--- src/rtl/dma_irq_pkg.sv ---
package dma_irq_pkg;
   localparam int NUM_EV     = 5;   // transfer, block, src txn, dst txn, error
   localparam int GRP_STRIDE = 8;   // byte step between event kinds in a family
   localparam int WEN_LSB    = 8;   // first write-enable bit in mask/chan-enable writes
   localparam int WEN_SPAN   = 8;   // number of write-enable bits

   localparam int RAW_BASE  = 'h2C0;
   localparam int STAT_BASE = 'h2E8;
   localparam int CLR_BASE  = 'h338;
   localparam int MASK_BASE = CLR_BASE - NUM_EV * GRP_STRIDE;
   localparam int SUM_ADDR  = 'h360;
   localparam int CFG_ADDR  = 'h398;
   localparam int CHEN_ADDR = 'h3A0;

   typedef enum logic [2:0] {
      RG_NONE, RG_RAW, RG_STAT, RG_MASK, RG_CLR, RG_SUM, RG_CFG, RG_CHEN
   } region_e;

   typedef struct packed {
      region_e    region;
      logic [2:0] grp;
   } dec_t;
endpackage

--- src/rtl/dma_irq_decode.sv ---
module dma_irq_decode
   import dma_irq_pkg::*;
#(
   parameter int ADDR_W = 12
) (
   input  logic [ADDR_W-1:0] addr,
   output dec_t              dec
);
   always_comb begin
      dec = '{region: RG_NONE, grp: '0};
      for (int e = 0; e < NUM_EV; e++) begin
         if (addr == ADDR_W'(RAW_BASE + e * GRP_STRIDE)) begin
            dec.region = RG_RAW;  dec.grp = 3'(e);
         end
         if (addr == ADDR_W'(STAT_BASE + e * GRP_STRIDE)) begin
            dec.region = RG_STAT; dec.grp = 3'(e);
         end
         if (addr == ADDR_W'(MASK_BASE + e * GRP_STRIDE)) begin
            dec.region = RG_MASK; dec.grp = 3'(e);
         end
         if (addr == ADDR_W'(CLR_BASE + e * GRP_STRIDE)) begin
            dec.region = RG_CLR;  dec.grp = 3'(e);
         end
      end
      if (addr == ADDR_W'(SUM_ADDR))  dec.region = RG_SUM;
      if (addr == ADDR_W'(CFG_ADDR))  dec.region = RG_CFG;
      if (addr == ADDR_W'(CHEN_ADDR)) dec.region = RG_CHEN;
   end
endmodule

--- src/rtl/dma_irq_wen_reg.sv ---
module dma_irq_wen_reg #(
   parameter int W = 2
) (
   input  logic         clk,
   input  logic         rst_n,
   input  logic         we,
   input  logic [W-1:0] val,
   input  logic [W-1:0] en,
   output logic [W-1:0] q
);
   for (genvar b = 0; b < W; b++) begin : g_bit
      logic bit_q;
      always_ff @(posedge clk or negedge rst_n) begin
         if (!rst_n)
            bit_q <= 1'b0;
         else if (we && en[b])
            bit_q <= val[b];
      end
      assign q[b] = bit_q;
   end
endmodule

--- src/rtl/dma_irq_group.sv ---
module dma_irq_group #(
   parameter int NUM_CH = 2
) (
   input  logic              clk,
   input  logic              rst_n,
   input  logic [NUM_CH-1:0] evt,
   input  logic              clr_we,
   input  logic [NUM_CH-1:0] clr_bits,
   input  logic              mask_we,
   input  logic [NUM_CH-1:0] mask_val,
   input  logic [NUM_CH-1:0] mask_en,
   output logic [NUM_CH-1:0] raw,
   output logic [NUM_CH-1:0] mask,
   output logic [NUM_CH-1:0] stat
);
   logic [NUM_CH-1:0] raw_q;
   logic [NUM_CH-1:0] ack;

   assign ack = clr_we ? clr_bits : '0;

   // a fresh event is OR-ed in after the acknowledge, so it survives a collision
   always_ff @(posedge clk or negedge rst_n) begin
      if (!rst_n)
         raw_q <= '0;
      else
         raw_q <= (raw_q & ~ack) | evt;
   end

   dma_irq_wen_reg #(.W(NUM_CH)) u_mask (
      .clk   (clk),
      .rst_n (rst_n),
      .we    (mask_we),
      .val   (mask_val),
      .en    (mask_en),
      .q     (mask)
   );

   assign raw  = raw_q;
   assign stat = raw_q & mask;
endmodule

--- src/rtl/dma_irq_bank.sv ---
module dma_irq_bank
   import dma_irq_pkg::*;
#(
   parameter int NUM_CH = 2,
   parameter int ADDR_W = 12,
   parameter int DATA_W = 32
) (
   input  logic                     clk,
   input  logic                     rst_n,
   input  logic [ADDR_W-1:0]        reg_addr,
   input  logic                     reg_wr,
   input  logic [DATA_W-1:0]        reg_wdata,
   output logic [DATA_W-1:0]        reg_rdata,
   input  logic [NUM_EV*NUM_CH-1:0] evt_pulse,
   output logic                     irq,
   output logic                     ctrl_en,
   output logic [NUM_CH-1:0]        chan_en
);
   localparam int FLAT_W = NUM_EV * NUM_CH;

   if (NUM_CH < 1 || NUM_CH > WEN_SPAN) begin : g_bad_ch
      $error("dma_irq_bank: NUM_CH must be 1..%0d", WEN_SPAN);
   end
   if (DATA_W < WEN_LSB + WEN_SPAN) begin : g_bad_dw
      $error("dma_irq_bank: DATA_W too narrow for the write-enable byte");
   end
   if (ADDR_W < 10) begin : g_bad_aw
      $error("dma_irq_bank: ADDR_W must reach the top register");
   end

   dec_t dec;

   dma_irq_decode #(.ADDR_W(ADDR_W)) u_dec (
      .addr (reg_addr),
      .dec  (dec)
   );

   logic [NUM_CH-1:0] wr_val;
   logic [NUM_CH-1:0] wr_en;
   assign wr_val = reg_wdata[NUM_CH-1:0];
   assign wr_en  = reg_wdata[WEN_LSB +: NUM_CH];

   logic [NUM_EV-1:0][NUM_CH-1:0] raw_v, mask_v, stat_v;
   logic [NUM_EV-1:0]             summary;

   for (genvar e = 0; e < NUM_EV; e++) begin : g_grp
      logic hit_clr, hit_mask;
      assign hit_clr  = reg_wr && dec.region == RG_CLR  && dec.grp == 3'(e);
      assign hit_mask = reg_wr && dec.region == RG_MASK && dec.grp == 3'(e);

      dma_irq_group #(.NUM_CH(NUM_CH)) u_grp (
         .clk      (clk),
         .rst_n    (rst_n),
         .evt      (evt_pulse[e*NUM_CH +: NUM_CH]),
         .clr_we   (hit_clr),
         .clr_bits (wr_val),
         .mask_we  (hit_mask),
         .mask_val (wr_val),
         .mask_en  (wr_en),
         .raw      (raw_v[e]),
         .mask     (mask_v[e]),
         .stat     (stat_v[e])
      );

      assign summary[e] = |stat_v[e];
   end

   assign irq = |summary;

   // channel enables share the write-enable-byte cell with the masks
   dma_irq_wen_reg #(.W(NUM_CH)) u_chen (
      .clk   (clk),
      .rst_n (rst_n),
      .we    (reg_wr && dec.region == RG_CHEN),
      .val   (wr_val),
      .en    (wr_en),
      .q     (chan_en)
   );

   always_ff @(posedge clk or negedge rst_n) begin
      if (!rst_n)
         ctrl_en <= 1'b0;
      else if (reg_wr && dec.region == RG_CFG)
         ctrl_en <= reg_wdata[0];
   end

   always_comb begin
      reg_rdata = '0;
      unique case (dec.region)
         RG_RAW:  reg_rdata[NUM_CH-1:0] = raw_v[dec.grp];
         RG_STAT: reg_rdata[NUM_CH-1:0] = stat_v[dec.grp];
         RG_MASK: reg_rdata[NUM_CH-1:0] = mask_v[dec.grp];
         RG_SUM:  reg_rdata[NUM_EV-1:0] = summary;
         RG_CFG:  reg_rdata[0]          = ctrl_en;
         RG_CHEN: reg_rdata[NUM_CH-1:0] = chan_en;
         default: reg_rdata = '0;
      endcase
   end

   // flat views for the bound checker
   logic [FLAT_W-1:0] raw_flat, mask_flat;
   assign raw_flat  = raw_v;
   assign mask_flat = mask_v;

   logic unused_wdata;
   assign unused_wdata = ^reg_wdata;
endmodule

--- config.mk ---
export PLATFORM = sky130hd
export DESIGN_NAME = dma_irq_bank
export DESIGN_NICKNAME = d
export VERILOG_FILES = /design/src/rtl/dma_irq_pkg.sv /design/src/rtl/dma_irq_decode.sv /design/src/rtl/dma_irq_wen_reg.sv /design/src/rtl/dma_irq_group.sv /design/src/rtl/dma_irq_bank.sv
export SDC_FILE = /design/constraint.sdc
export NUM_CORES = 1
export LEC_CHECK = 0
export BUFFER_PORTS_ARGS = -buffer_cell sky130_fd_sc_hd__buf_2
export CAP_MARGIN = 5
export CORE_UTILIZATION = 52
export CTS_BUF_LIST = sky130_fd_sc_hd__clkbuf_8 sky130_fd_sc_hd__clkbuf_16
export DETAILED_ROUTE_END_ITERATION = 6
export PLACE_DENSITY = 0.85
export SYNTH_ARGS = -nofsm -noshare
export SYNTH_HDL_FRONTEND = slang
export SYNTH_SLANG_ARGS = --single-unit
--- constraint.sdc ---
create_clock -name clk -period 8.4 [get_ports clk]
set_input_delay 1.68 -clock clk [delete_from_list [all_inputs] [get_ports clk]]
set_output_delay 1.68 -clock clk [all_outputs]
set_load 0.01 [all_outputs]
* After elaboration in Yosys (flattened, before gate mapping)
Cells that the tools add are included. W data, S select, Z words.
Word-level totals: bits in registers 23, input bits 57
Operators by class: order comparisons 1, equality and inequality tests 34, mux-type cells 37, bitwise logic cells 20, reduce and logical (&&, ||, !) cells 33
Operators by type and width (count):
- $eq A12 B10 Y1 const B | 23
- $mux W6 | 17
- $logic_and A1 B1 Y1 | 26
- $and A2 B2 Y2 | 10
- $bmux W2 S3 | 3
- $mux W2 | 8
- $eq A3 B3 Y1 const B | 5
- $eq A3 B2 Y1 const B | 4
- $mux W3 | 4
- $mux W5 | 2
- $not A2 Y2 | 5
- $or A2 B2 Y2 | 5
- $reduce_or A10 Y1 | 1
- $reduce_or A2 Y1 | 5
- $eq A3 B1 Y1 const B | 2
- $pmux W1 S6 | 1
- $pmux W1 S5 | 1
- $lt A3 B4 Y1 const B | 1
- $mux W4 | 1
- $logic_not A3 Y1 | 1

* Logic depth before layout (Yosys ltp)
depth in word-level cells 31, depth in mapped cells 11, depth with buffers taken out 8

* Cells and area by module
A second synthesis with hierarchy kept.
Second synthesis, totals: cell total of the unflattened synthesis 268, area, all modules 2302.2 µm²
By module, submodules not included:
- dma_irq_bank | times used 1, cells an instance 113, area an instance 799.5 µm²
- dma_irq_wen_reg | times used 6, cells an instance 8, area an instance 102.6 µm²
- dma_irq_decode | times used 1, cells an instance 67, area an instance 461.7 µm²
- dma_irq_group | times used 5, cells an instance 8, area an instance 85.1 µm²

* Worst setup path after synthesis
OpenSTA, ideal clock, no wires.
path type input to output, start input port reg_addr[7], end output port reg_rdata[0], arrival 3.623 ns, data required time 6.720 ns, slack 3.097 ns, stages on the path 9, path buffers 1, path through buf_4 > and4bb_1 > nor2_1 > or4_1 > o211ai_1 > nor3_2 > a221oi_1 > nor3b_1 > or3_1
On the way: word-level cells in the longest chain between the ends 26, elaborated cells between the ends (all ways) 59
Ends and longest elaborated chain:
- start, declared | line dma_irq_bank.sv:10 | input logic [ADDR_W-1:0] reg_addr,
- $eq A12 B10 Y1 | line dma_irq_decode.sv:12 | if (addr == ADDR_W'(RAW_BASE + e * GRP_STRIDE)) begin
- $mux W4 | line dma_irq_decode.sv:12
- $mux W5 | line dma_irq_decode.sv:15 | if (addr == ADDR_W'(STAT_BASE + e * GRP_STRIDE)) begin
- $mux W5 | line dma_irq_decode.sv:18 | if (addr == ADDR_W'(MASK_BASE + e * GRP_STRIDE)) begin
- $mux W6 | line dma_irq_decode.sv:21 | if (addr == ADDR_W'(CLR_BASE + e * GRP_STRIDE)) begin
- $mux W6 | line dma_irq_decode.sv:12
- $mux W6 | line dma_irq_decode.sv:15
- $mux W6 | line dma_irq_decode.sv:18
- (+10 left out)
- $mux W6 | line dma_irq_decode.sv:15
- $mux W6 | line dma_irq_decode.sv:18
- $mux W6 | line dma_irq_decode.sv:21
- $mux W3 | line dma_irq_decode.sv:25 | if (addr == ADDR_W'(SUM_ADDR)) dec.region = RG_SUM;
- $mux W3 | line dma_irq_decode.sv:26 | if (addr == ADDR_W'(CFG_ADDR)) dec.region = RG_CFG;
- $mux W3 | line dma_irq_decode.sv:27 | if (addr == ADDR_W'(CHEN_ADDR)) dec.region = RG_CHEN;
- $eq A3 B3 Y1 (tied with other cells) | line dma_irq_bank.sv:89 | unique case (dec.region)
- $pmux W1 S6 * | line dma_irq_bank.sv:89
- end, declared | line dma_irq_bank.sv:13 | output logic [DATA_W-1:0] reg_rdata,
Mark *: on every way between the ends. The rest lies on a longest branch, timed or not. The select of a mux whose other input is x is not followed.

* Final worst setup path
start input port reg_addr[2], end output port reg_rdata[0]
Same word-level chain as after synthesis.

==> tab_implementation.tex <==
\begin{tabular}{lr}
\hline
Metric & Value \\
\hline
\multicolumn{2}{l}{\textbf{Min path}} \\
\quad Class of the worst hold path & reg -> reg \\
\quad Sink of the worst hold path & g\_grp[3].u\_grp.raw[0]\$\_DFF\_PN0\_ \\
\quad Number of cells on the worst hold path & 1 \\
\quad Startpoint of the tightest hold check path & g\_grp[3].u\_grp.raw[0]\$\_DFF\_PN0\_ \\
\multicolumn{2}{l}{\textbf{Timing}} \\
\quad Min Hold Slack & 0.531 ns \\
\quad Portion of the clock cycle consumed by the worst path in the final layout & 0.763 \\
\quad Setup TNS Final & 0 ns \\
\quad Hold Vio Cnt, Final & 0 \\
\quad Final number of setup-violating endpoints & 0 \\
\quad Setup repair after global routing missed its margin & false \\
\quad Worst-Margin Slew & 0.833 ns \\
\quad Worst relative slew slack & 0.441 \\
\quad Max-slew violation count & 0 \\
\quad Fmax & 0.156 GHz \\
\quad Worst clock skew & 0 ns \\
\quad Post-route minimum period & 6.41 ns \\
\multicolumn{2}{l}{\textbf{Clocking}} \\
\quad CTS tree & yes \\
\quad Clock buffers created by TritonCTS & 3 \\
\quad PostCTS Resize Cnt & 0 \\
\quad Clock Latency Late Sink & 0.26 ns \\
\quad Clock tree root driver cell & clkbuf\_8 \\
\quad CTS Sinks & 23 \\
\quad CTS Hold Buffers Added & 0 \\
\quad H-tree depth reported by CTS & 1 \\
\quad Buffer levels on the longest clock path & 2 \\
\quad Buffer count from post-CTS setup fixing & 0 \\
\quad Clock slew seen by the registers of the worst setup and hold paths & 0.08 ns \\
\multicolumn{2}{l}{\textbf{Worst setup path}} \\
\quad Reg2reg end & g\_grp[2].u\_grp.u\_mask.g\_bit[0].bit\_q\$\_DFFE\_PN0P\_ \\
\quad R2R cell count & 1 \\
\quad Data arrival time at the worst-slack endpoint & 4.73 ns \\
\quad Setup slack, reg-to-reg & 7.56 ns \\
\quad RR Startpoint & g\_grp[2].u\_grp.u\_mask.g\_bit[0].bit\_q\$\_DFFE\_PN0P\_ \\
\quad Critical path capture point type & primary output \\
\quad Startpoint kind of the worst setup timing path & input port \\
\quad CP required & 6.72 ns \\
\quad Max FO, Critical Path & 11 \\
\quad CP Class & in -> out \\
\multicolumn{2}{l}{\textbf{Finish}} \\
\quad Layout overhead on the synthesized area & 4.92\% \\
\quad Fillers & 389 \\
\quad Diode insertion count for antenna repair & 0 \\
\quad Non-Filler Cell Area, Final & 0.00229 sq mm \\
\quad Fraction of final layout cells with drive strength greater than 1 & 0.223 \\
\quad Final \#Nets & 350 \\
\multicolumn{2}{l}{\textbf{Floorplan}} \\
\quad Initial cell density of the core & 0.543 \\
\quad I/O pin count & 93 \\
\quad Die span in x & 66.8 microns \\
\quad Die Y & 66.8 microns \\
\quad Number of rows in the core area & 23 \\
\quad Die Area & 0.00447 sq mm \\
\quad Area inside the core boundary & 0.00403 sq mm \\
\multicolumn{2}{l}{\textbf{Outcome}} \\
\quad Run status & completed \\
\multicolumn{2}{l}{\textbf{GRT}} \\
\quad Antenna violations before repair & 0 \\
\quad Combined global-route utilization of all metal layers & 0.260 \\
\quad Largest net degree at the start of global routing & 24 \\
\quad Aggregate global routing overflow & 0 \\
\quad Wire length of the first global-routing pass & 8.72 mm \\
\quad Vias in the first global route & 1765 \\
\multicolumn{2}{l}{\textbf{Route}} \\
\quad Final routed wirelength across all metal layers & 5.45 mm \\
\quad Via Count & 2143 \\
\quad Antenna Nets Post-Route & 0 \\
\quad Via density per instance & 6.27 \\
\quad Average detailed-routed wire length per instance & 15.9 microns \\
\quad DRT Pass-1 Iters & 5 \\
\quad Count of unresolved DRC violations after routing & 0 \\
\quad Violation count after the first detailed-routing iteration & 236 \\
\multicolumn{2}{l}{\textbf{Synth}} \\
\quad Yosys warnings & 0 \\
\quad Synth async-reset ratio & 1.00 \\
\quad Combinational family with the most area after synthesis & simple AND/OR/NAND/NOR gates \\
\quad \#FFs+latches synth & 23 \\
\quad Average instance area after synthesis & 8.19 sq um \\
\quad Top FF cell, synth & dfrtp\_1 \\
\quad Post-Synthesis Cell Area & 0.00219 sq mm \\
\quad Compound-Gate Fraction of Synth Area & 0.233 \\
\quad Post-synthesis simple-gate area fraction & 0.297 \\
\quad Multiplexer area fraction after synthesis & 0.0612 \\
\quad Count of flip-flops with a built-in enable after synthesis & 0 \\
\quad Distinct cells, synth & 60 \\
\quad Adder and majority gate portion of the synthesized area & 0 \\
\quad Xor/xnor cell area share of the yosys netlist & 0.00401 \\
\quad Fraction of the yosys area taken by sequential cells & 0.263 \\
\quad Number of standard cells after synthesis & 267 \\
\multicolumn{2}{l}{\textbf{Job}} \\
\quad Count of max-cap constraint violations & 0 \\
\multicolumn{2}{l}{\textbf{Place}} \\
\quad Total cell area at the placement stage & 0.00225 sq mm \\
\quad Detailed placement HPWL & 4.23 mm \\
\quad Last weighted congestion value of the routability-driven placer & 1.01 \\
\quad Port Buffers & 37 \\
\multicolumn{2}{l}{\textbf{Power}} \\
\quad Worst voltage drop across the vdd grid & 0.000122 V \\
\quad PwrDens & 92.9 mW/mm\^{}2 \\
\quad Leakage dissipation & 0.964 nW \\
\hline
\end{tabular}
==> cell families after synthesis <==
family          count (synthesis)
simple gates                  114
compound gates                 68
buf+inv                        48
flops                          23
mux                            12
xor+xnor                        1
other cells                     1
==> metal layers <==
metal  wire (microns)  track usage  vias up
li1                 -            -      998
met1             2320        0.368     1012
met2             2580        0.407      124
met3              459       0.0360        9
met4               88       0.0745        0
met5                0            0        -
==> cells in the final DEF (no fill, tap or decap), types with 4 or more instances in the layout <==
cell type   n
dfrtp_1    23
and3_1      5
inv_1       6
a21o_1     10
nand3_1    14
nor2_1     19
a31oi_1     7
nor3_1      5
a21oi_1     8
buf_2      37
nand4_1     8
o21ai_0    10
conb_1     27
or3_1       4
mux2_2      9
a22oi_1     5
nand2_1    29
==> how the worst max path moves through the flow <==
stage,startpoint,to,slack (ns),depth (start not counted)
3_5_place_dp,reg_addr[2],reg_rdata[0],2.08,10
3_3_place_gp,reg_addr[2],reg_rdata[0],2.07,10
4_1_cts,reg_addr[11],reg_rdata[0],2.07,10
2_1_floorplan,reg_addr[7],reg_rdata[0],3.10,9
6_report,reg_addr[2],reg_rdata[0],1.99,10
5_1_grt,reg_addr[2],reg_rdata[0],1.86,10
==> synth_stat cells (2+ instances only) <==
cell type   n  area share
mux2_2      9       0.046
inv_1       6       0.010
a221oi_1    3       0.012
or3_1       4       0.011
dfrtp_1    23        0.26
nand2b_1    3      0.0086
nand4_1     8       0.023
clkbuf_1    3      0.0052
or4_1       2      0.0069
a221o_1     2      0.0092
a2111o_1    2       0.010
or3b_2      2      0.0080
nand3_1    14       0.032
nand2_1    29       0.050
a21oi_1     8       0.018
o221ai_1    2      0.0080
o31ai_1     2      0.0069
o21ai_0    10       0.023
a21o_1     10       0.034
nor4_1      3      0.0086
nor3b_2     2       0.011
o211ai_1    3       0.010
buf_4      31        0.11
and4_1      2      0.0080
mux2_1      2       0.010
nor2b_1     3      0.0086
and3_1      5       0.014
nor2_1     19       0.033
nor3_2      2      0.0092
o21ai_1     2      0.0046
buf_2       8       0.018
a31oi_1     7       0.020
nor3_1      5       0.011
a22oi_1     5       0.017
==> cell type report <==
cell class / instances / area [sq um] / area share
clock buffer: 3 / 41.3 / 0.0180
clock inverter: 1 / 5.00 / 0.00218
inverter: 6 / 22.5 / 0.00982
multi-input combinational: 222 / 1400 / 0.611
sequential: 23 / 576 / 0.251
tap: 50 / 62.6 / 0.0273
timing repair buffer: 37 / 185 / 0.0807
==> worst max-delay path: stages <==
cell      delay (ns)
buf_2           0.11
nor3_2          0.58
nand2_1         0.36
or4_1           0.58
o211ai_1        0.36
nor3_2          0.15
a221oi_1        0.31
nor3b_1         0.09
or3_1           0.36
buf_2           0.15
==> through the flow <==
stage	instances	utilization	power [mW]	worst slack (ns)
after floorplan	293	-	0.145	3.10
after global placement	338	0.558	0.147	2.07
after detailed placement	338	0.558	0.147	2.08
after CTS	342	0.569	0.215	2.07
after global routing	342	0.569	0.224	1.86
final	342	0.569	0.213	1.99
==> power by group <==
| part | leakage, nW | internal, mW | total, mW | switching (mW) |
|---|---|---|---|---|
| sequential | 0.269 | 0.111 | 0.111 | 0.0000414 |
| clock | 0.0255 | 0.0331 | 0.0673 | 0.0342 |
| combinational | 0.669 | 0.0101 | 0.0350 | 0.0249 |
==> state kept, by name (all words and copies together), names as in the netlist <==
register	cells
ctrl_en	1
g_grp.u_grp.u_mask.g_bit.bit_q	10
u_chen.g_bit.bit_q	2
g_grp.u_grp.raw	10
(Power assumes the default switching activity.)
